--- src/rtl/ind_bridge_pkg.sv ---
package ind_bridge_pkg;
  localparam int OFS_CMD   = 'h10;
  localparam int OFS_RDATA = 'h18;
  localparam int OFS_WDATA = 'h20;
  localparam int BIT_WR    = 8;
  localparam int BIT_RD    = 9;
  localparam int BIT_DBG   = 32;
  localparam int HOST_DW   = 64;
  localparam int CMD_W     = 10;

  typedef enum logic [1:0] {
    ST_IDLE = 2'd0,
    ST_WR   = 2'd1,
    ST_RD   = 2'd2
  } op_e;
endpackage

--- src/rtl/ind_cmd_engine.sv ---
module ind_cmd_engine
  import ind_bridge_pkg::*;
#(
  parameter int IDX_W = 8,
  parameter int DW    = 32
) (
  input  logic             clk,
  input  logic             rst,
  input  logic             cmd_we,
  input  logic [CMD_W-1:0] cmd_data,
  input  logic [DW-1:0]    stage_wdata,
  input  logic             ds_ack,
  input  logic [DW-1:0]    ds_rdata,
  output logic             ds_req,
  output logic             ds_we,
  output logic [IDX_W-1:0] ds_addr,
  output logic [DW-1:0]    ds_wdata,
  output logic [IDX_W-1:0] cur_idx,
  output logic             wr_pend,
  output logic             rd_pend,
  output logic [DW-1:0]    rd_word
);
  op_e st;

  assign wr_pend = (st == ST_WR);
  assign rd_pend = (st == ST_RD);

  always_ff @(posedge clk) begin
    if (rst) begin
      st       <= ST_IDLE;
      ds_req   <= 1'b0;
      ds_we    <= 1'b0;
      ds_addr  <= '0;
      ds_wdata <= '0;
      cur_idx  <= '0;
      rd_word  <= '0;
    end else begin
      case (st)
        ST_IDLE: begin
          if (cmd_we) begin
            cur_idx <= cmd_data[IDX_W-1:0];
            if (cmd_data[BIT_WR]) begin
              st       <= ST_WR;
              ds_req   <= 1'b1;
              ds_we    <= 1'b1;
              ds_addr  <= cmd_data[IDX_W-1:0];
              ds_wdata <= stage_wdata;
            end else if (cmd_data[BIT_RD]) begin
              st      <= ST_RD;
              ds_req  <= 1'b1;
              ds_we   <= 1'b0;
              ds_addr <= cmd_data[IDX_W-1:0];
            end
          end
        end
        default: begin
          if (ds_ack) begin
            st     <= ST_IDLE;
            ds_req <= 1'b0;
            if (st == ST_RD) rd_word <= ds_rdata;
          end
        end
      endcase
    end
  end
endmodule

--- src/rtl/ind_host_regs.sv ---
module ind_host_regs
  import ind_bridge_pkg::*;
#(
  parameter int HADDR_W = 6,
  parameter int IDX_W   = 8,
  parameter int DW      = 32
) (
  input  logic               clk,
  input  logic               rst,
  input  logic               h_wr,
  input  logic               h_rd,
  input  logic [HADDR_W-1:0] h_addr,
  input  logic [HOST_DW-1:0] h_wdata,
  output logic [HOST_DW-1:0] h_rdata,
  input  logic [IDX_W-1:0]   cur_idx,
  input  logic               wr_pend,
  input  logic               rd_pend,
  input  logic [DW-1:0]      rd_word,
  output logic               cmd_we,
  output logic [CMD_W-1:0]   cmd_data,
  output logic [DW-1:0]      stage_wdata
);
  localparam logic [HADDR_W-1:0] A_CMD = HADDR_W'(OFS_CMD);
  localparam logic [HADDR_W-1:0] A_RD  = HADDR_W'(OFS_RDATA);
  localparam logic [HADDR_W-1:0] A_WD  = HADDR_W'(OFS_WDATA);

  logic               dbg_flag;
  logic [HOST_DW-1:0] rd_mux;

  assign cmd_we   = h_wr && (h_addr == A_CMD);
  assign cmd_data = h_wdata[CMD_W-1:0];

  always_ff @(posedge clk) begin
    if (rst) begin
      stage_wdata <= '0;
      dbg_flag    <= 1'b0;
    end else if (h_wr) begin
      if (h_addr == A_WD) stage_wdata <= h_wdata[DW-1:0];
      if (h_addr == A_RD) dbg_flag    <= h_wdata[BIT_DBG];
    end
  end

  always_comb begin
    rd_mux = '0;
    if (h_addr == A_CMD) begin
      rd_mux[IDX_W-1:0] = cur_idx;
      rd_mux[BIT_WR]    = wr_pend;
      rd_mux[BIT_RD]    = rd_pend;
    end else if (h_addr == A_RD) begin
      rd_mux[DW-1:0]    = rd_word;
      rd_mux[BIT_DBG]   = dbg_flag;
    end else if (h_addr == A_WD) begin
      rd_mux[DW-1:0]    = stage_wdata;
    end
  end

  always_ff @(posedge clk) begin
    if (rst)       h_rdata <= '0;
    else if (h_rd) h_rdata <= rd_mux;
  end
endmodule

--- src/rtl/ind_reg_bridge.sv ---
module ind_reg_bridge
  import ind_bridge_pkg::*;
#(
  parameter int HADDR_W = 6,
  parameter int IDX_W   = 8,
  parameter int DW      = 32
) (
  input  logic               clk,
  input  logic               rst,
  input  logic               h_wr,
  input  logic               h_rd,
  input  logic [HADDR_W-1:0] h_addr,
  input  logic [63:0]        h_wdata,
  output logic [63:0]        h_rdata,
  output logic               ds_req,
  output logic               ds_we,
  output logic [IDX_W-1:0]   ds_addr,
  output logic [DW-1:0]      ds_wdata,
  input  logic [DW-1:0]      ds_rdata,
  input  logic               ds_ack,
  output logic               busy
);
  if (IDX_W > BIT_WR) begin : g_idx_chk
    $error("IDX_W must fit below the request bits");
  end
  if (DW > BIT_DBG) begin : g_dw_chk
    $error("DW must fit below the debug flag");
  end

  logic             cmd_we;
  logic [CMD_W-1:0] cmd_data;
  logic [DW-1:0]    stage_wdata;
  logic [IDX_W-1:0] cur_idx;
  logic             wr_pend;
  logic             rd_pend;
  logic [DW-1:0]    rd_word;

  assign busy = wr_pend | rd_pend;

  ind_host_regs #(.HADDR_W(HADDR_W), .IDX_W(IDX_W), .DW(DW)) u_regs (
    .clk(clk), .rst(rst), .h_wr(h_wr), .h_rd(h_rd), .h_addr(h_addr),
    .h_wdata(h_wdata), .h_rdata(h_rdata), .cur_idx(cur_idx),
    .wr_pend(wr_pend), .rd_pend(rd_pend), .rd_word(rd_word),
    .cmd_we(cmd_we), .cmd_data(cmd_data), .stage_wdata(stage_wdata)
  );

  ind_cmd_engine #(.IDX_W(IDX_W), .DW(DW)) u_eng (
    .clk(clk), .rst(rst), .cmd_we(cmd_we), .cmd_data(cmd_data),
    .stage_wdata(stage_wdata), .ds_ack(ds_ack), .ds_rdata(ds_rdata),
    .ds_req(ds_req), .ds_we(ds_we), .ds_addr(ds_addr), .ds_wdata(ds_wdata),
    .cur_idx(cur_idx), .wr_pend(wr_pend), .rd_pend(rd_pend), .rd_word(rd_word)
  );
endmodule

--- config.mk ---
export PLATFORM = sky130hd
export DESIGN_NAME = ind_reg_bridge
export DESIGN_NICKNAME = d
export VERILOG_FILES = /design/src/rtl/ind_bridge_pkg.sv /design/src/rtl/ind_cmd_engine.sv /design/src/rtl/ind_host_regs.sv /design/src/rtl/ind_reg_bridge.sv
export SDC_FILE = /design/constraint.sdc
export NUM_CORES = 1
export LEC_CHECK = 0
export ABC_AREA = 1
export BUFFER_PORTS_ARGS = -buffer_cell sky130_fd_sc_hd__buf_2
export CAP_MARGIN = 10
export CORE_MARGIN = 2
export CORE_UTILIZATION = 47
export CTS_BUF_LIST = sky130_fd_sc_hd__clkbuf_2 sky130_fd_sc_hd__clkbuf_4 sky130_fd_sc_hd__clkbuf_8
export CTS_CLUSTER_DIAMETER = 200
export CTS_CLUSTER_SIZE = 20
export DETAILED_ROUTE_END_ITERATION = 10
export GPL_TIMING_DRIVEN = 0
export PLACE_DENSITY_LB_ADDON = 0.15
export RECOVER_POWER = 25
export SETUP_SLACK_MARGIN = 0.15
export SLEW_MARGIN = 10
export SYNTH_ARGS = -nofsm -noshare
export SYNTH_HDL_FRONTEND = slang
export SYNTH_HIERARCHICAL = 1
export SYNTH_SLANG_ARGS = --single-unit
export TNS_END_PERCENT = 100
--- constraint.sdc ---
create_clock -name clk -period 1.6 [get_ports clk]
set_input_delay 0.32 -clock clk [delete_from_list [all_inputs] [get_ports clk]]
set_output_delay 0.32 -clock clk [all_outputs]
set_load 0.05 [all_outputs]
-- Word level (Yosys, flattened, before mapping)
Index checks and enable logic that the tools add are counted.
- register bits after elaboration: 150
- logic and storage cells: 49
- equal/unequal tests: 7
- reduce and logical (&&, ||, !) cells: 11
- bitwise gates (word level): 2
- mux-type cells: 19
- operator list (kind ; count):
    $mux W32 ; 2
    $mux W23 ; 1
    $mux W8 ; 2
    $eq A6 B5 Y1 const B ; 2
    $reduce_and A3 Y1 ; 4
    $mux W10 ; 1
    $mux W2 ; 5
    $mux W1 ; 8
    $eq A6 B6 Y1 const B ; 1
    $reduce_and A2 Y1 ; 3
    $reduce_bool A2 Y1 ; 2
    $ne A3 B3 Y1 const B ; 1
    $eq A2 B1 Y1 const B ; 1
    $eq A2 B2 Y1 const B ; 1
    $logic_not A2 Y1 ; 1
    $ne A2 B2 Y1 const B ; 1
    $logic_and A1 B1 Y1 ; 1
    $not A1 Y1 ; 1
    $or A1 B1 Y1 ; 1

-- Logic depth before layout (Yosys ltp)
- word-level depth: 4
- depth in mapped cells: 9

-- Modules after synthesis
The synthesis kept the hierarchy.
- by module, submodules not included (module ; seq. area each (µm²) ; times used ; cells an instance ; area an instance (µm²)):
    ind_host_regs ; 1321.3 ; 1 ; 476 ; 3293.2
    ind_cmd_engine ; 1681.6 ; 1 ; 378 ; 3012.9
    ind_reg_bridge ; 0.0 ; 1 ; 3 ; 11.3

-- Worst setup path before layout
No wires, ideal clock.
- path kind: input to register
- start: in h_addr[3]
- end: reg u_eng.ds_wdata[10]
- stages: 9
- path slack: 86 ps
- required time: 1484 ps
- arrival: 1398 ps
- cell sequence: nor2_2 -> nand2_1 -> nor3_1 -> nand2_2 -> nor2_4 -> inv_2 -> buf_6 -> nor2_1 -> nor2_1
- longest elaborated chain between the ends: 3
- ends and longest elaborated chain (element ; RTL line ; source):
    start: declaration ; ind_reg_bridge.sv:12 ; input logic [HADDR_W-1:0] h_addr,
    $eq A6 B5 Y1 ; ind_host_regs.sv:30 ; assign cmd_we = h_wr && (h_addr == A_CMD);
    $logic_and A1 B1 Y1 ; ind_host_regs.sv:30 ;
    named net cmd_we ; ind_reg_bridge.sv:30 ; logic cmd_we;
    $reduce_and A3 Y1 (no line) ; n/a ;
    end signal: assignment ; ind_cmd_engine.sv:47 ; ds_wdata <= stage_wdata;
    end: declaration ; ind_cmd_engine.sv:17 ; output logic [DW-1:0] ds_wdata,
The timed path passes the listed nets, and every way through them passes these cells.
A chain may end at the register's enable or synchronous reset.

-- Worst setup path in the final report
- start: reg u_eng.st[1]
- end: out busy
- longest elaborated chain between the ends: 2
- elaborated cells on any way between the ends: 3
- those cells by class: 2 x eq/ne; 1 x bitwise
- ends and longest elaborated chain (element ; RTL line ; source):
    start: declaration ; ind_cmd_engine.sv:23 ; op_e st;
    start signal: assignment ; ind_cmd_engine.sv:30 ; st <= ST_IDLE;
    start signal: assignment ; ind_cmd_engine.sv:43 ; st <= ST_WR;
    start signal: assignment ; ind_cmd_engine.sv:49 ; st <= ST_RD;
    $eq A2 B2 Y1 ; ind_cmd_engine.sv:26 ; assign rd_pend = (st == ST_RD);
    named net rd_pend ; ind_reg_bridge.sv:35 ; logic rd_pend;
    $or A1 B1 Y1 ; ind_reg_bridge.sv:38 ; assign busy = wr_pend | rd_pend;
    end: declaration ; ind_reg_bridge.sv:21 ; output logic busy
The timed path passes the listed nets, and every way through them passes these cells.

==> results.json <==
{
  "status": "finished with violations",
  "violations": "negative setup slack",
  "regArea_um2": 3010,
  "arrival_ns": 1.31,
  "layout-drive-gt1-share": 0.285,
  "ys_warn_count": 6,
  "p_leak_nw": 3.79,
  "netlist_instances": 857,
  "setup_viol": 1,
  "worst_slew_pin_slew_ns": 0.560,
  "critical_path.slowest_cell": "dfxtp_4",
  "ys.flop_type": "dfxtp_1",
  "r2r_setup_slack_ns": 0.06,
  "tritoncts": "yes",
  "cts_buffers": 17,
  "vias_per_cell": 4.85,
  "via_count": 6101,
  "synth_area_leader_cell": "dfxtp_1",
  "firstDrtPassIters": 5,
  "finClkSkew_ns": 0.00836,
  "synthDistinctLibCells": 21,
  "required_ns": 1.28,
  "dieArea_um2": 14400,
  "slew_headroom": 0.627,
  "utilization": 0.626,
  "yosysSeqAreaShare": 0.475,
  "power_density_nw_per_um2": 949,
  "path_delay_family": "flip-flops",
  "period_share": 1.02,
  "rsz0062_at_grt": "yes",
  "final_cells": 1258,
  "grt_pass1_vias": 5342,
  "ir_drop_uv": 582,
  "final_common_cell": "buf_2",
  "multi_input_area_um2": 2860,
  "cpPeakStageDelay_ns": 0.37,
  "synthDominantCellAreaShare": 0.475,
  "layout_common_cells": "buf_2, dfxtp_1, nand2_1",
  "synth.area.top_cells": "dfxtp_1, nor2_1, nand2_1, o21ai_0, nand3_1",
  "hp-class": "primary input to register",
  "cap_violations": 0,
  "ys_async_sr_fraction": 0,
  "timing.critical_path.buf_inv": 4,
  "final_antenna_net_count": 0,
  "end_kind": "output pin",
  "gp_congestion": 0.894,
  "clk_latency_ns": 0.45,
  "wirelength_um": 18100,
  "finalMaxSlewViolations": 0,
  "syn_avg_cell_area_um2": 7.37,
  "clock_path_buffers": 2,
  "wl_per_cell_um": 14.4,
  "yosys_register_bits": 150,
  "syn_to_final_growth_pct": 30.7,
  "cts_max_level": 4,
  "gr-total-overflow": 0,
  "hold_viol": 0,
  "setup_slack_ns": -0.0300,
  "synth_area_um2": 6320,
  "rows": 42,
  "startpoint_type": "register",
  "critPathMaxFanout": 3,
  "cts-root-buf": "clkbuf_8",
  "fill_cells": 1240,
  "io_buffers": 149,
  "core_um2": 13200,
  "path_class": "register to output pin",
  "cts_sinks": 150,
  "route.detailed.drc": 0,
  "grt_max_degree": 17,
  "initial_utilization": 0.479,
  "final.setup.tns_ns": -0.0300,
  "holdBufCountCts": 0,
  "worst_path_most_repeated_cell": "inv_2",
  "dp_cells": 1212,
  "grt_antenna_before_repair": 1,
  "grt_pass1_wl_um": 27600,
  "dp_slack_ns": -0.290,
  "cp_cell_sequence": "inv_2, nor2_4, buf_6, inv_2, nand2_2, buf_8",
  "synth_enable_flop_cells": 0,
  "fmax_ghz": 0.614,
  "nNetsFinal": 1175,
  "drtIter0Drc": 431,
  "ios": 214,
  "layout_min_cycle_time_ns": 1.63,
  "die_h_um": 120,
  "dp_hpwl_um": 13100,
  "track_usage": 0.247,
  "fp.dieW_um": 120,
  "clk_pin_slew_ns": 0.08
}
[metrics by stage]
step / area (um^2) / hold slack, ns / power [W]
CTS: 7930 / 0.0683 / 0.00788
detailed placement: 7400 / 0.453 / 0.00453
floorplan: 6440 / 0.389 / 0.00434
global route: 8250 / 0.0835 / 0.00810
finish: 8250 / 0.0942 / 0.00784
global placement: 7400 / 0.447 / 0.00453
[layer usage]
metal	global-route usage	vias to the layer above	wire length, um
li1	-	3161	-
met1	0.344	2695	8510
met2	0.372	218	7990
met3	0.0594	27	1240
met4	0.0890	0	361
met5	0	-	0
[flip-flops by register name (all words and copies together) (netlist names)]
signal / cells
u_regs/h_rdata: 33
u_eng/ds_wdata: 32
u_eng/rd_word: 32
u_regs/stage_wdata: 32
u_eng/cur_idx: 8
u_eng/ds_addr: 8
u_eng/st: 2
u_eng/ds_req: 1
u_eng/ds_we: 1
u_regs/dbg_flag: 1
[layout make-up]
type | instances | area share
clock buffer | 25 | 0.0402
timing repair buffer | 162 | 0.113
multi-input combinational | 610 | 0.347
antenna | 1 | 0.000303
buffer | 100 | 0.0785
sequential | 150 | 0.365
clock inverter | 7 | 0.0168
tap | 176 | 0.0267
inverter | 27 | 0.0129
[report_power, final]
group / switching, W / internal (W)
logic: 0.000484 / 0.000204
registers: 0.0000186 / 0.00375
clock network: 0.00139 / 0.00199
total: 0.00190 / 0.00594
[synth_stat cells, types with 14 or more instances]
library cell / count
buf_4: 45
nand2_1: 144
buf_2: 23
clkbuf_1: 24
dfxtp_1: 150
nand4_1: 23
o21ai_1: 14
nand3_1: 68
nor2_1: 168
a21oi_1: 67
o21ai_0: 80
inv_1: 24
[cell families after synthesis]
kind of cell / after synthesis / share of synthesized area
other: 1 / 0.000594
AND/OR/NAND/NOR: 418 / 0.283
buffers and inverters: 127 / 0.114
flip-flops: 150 / 0.475
AO/OA/AOI/OAI: 161 / 0.128
[final timing paths]
check | startpoint | endpoint | depth (start not counted)
worst max-delay path | u_eng/st[1] | busy | 6
worst min-delay path | h_wdata[18] | u_regs/stage_wdata[18] | 3
worst max register to register | u_eng/st[1] | u_eng/ds_wdata[24] | 9
worst min register to register | u_eng/ds_addr[4] | u_eng/ds_addr[4] | 2
[worst min-delay path, cell delays in order]
cell,delay [ns]
buf_2,0.07
nor2_1,0.03
nor2_1,0.08
[repair_timing]
action                                  in CTS  in global routing
resized for setup                           11                 80
pin swaps                                    3                 12
setup buffers                                4                  6
endpoints found under the setup margin       1                 45
cloned                                       0                  3
Power figures use the tool's default switching activity.
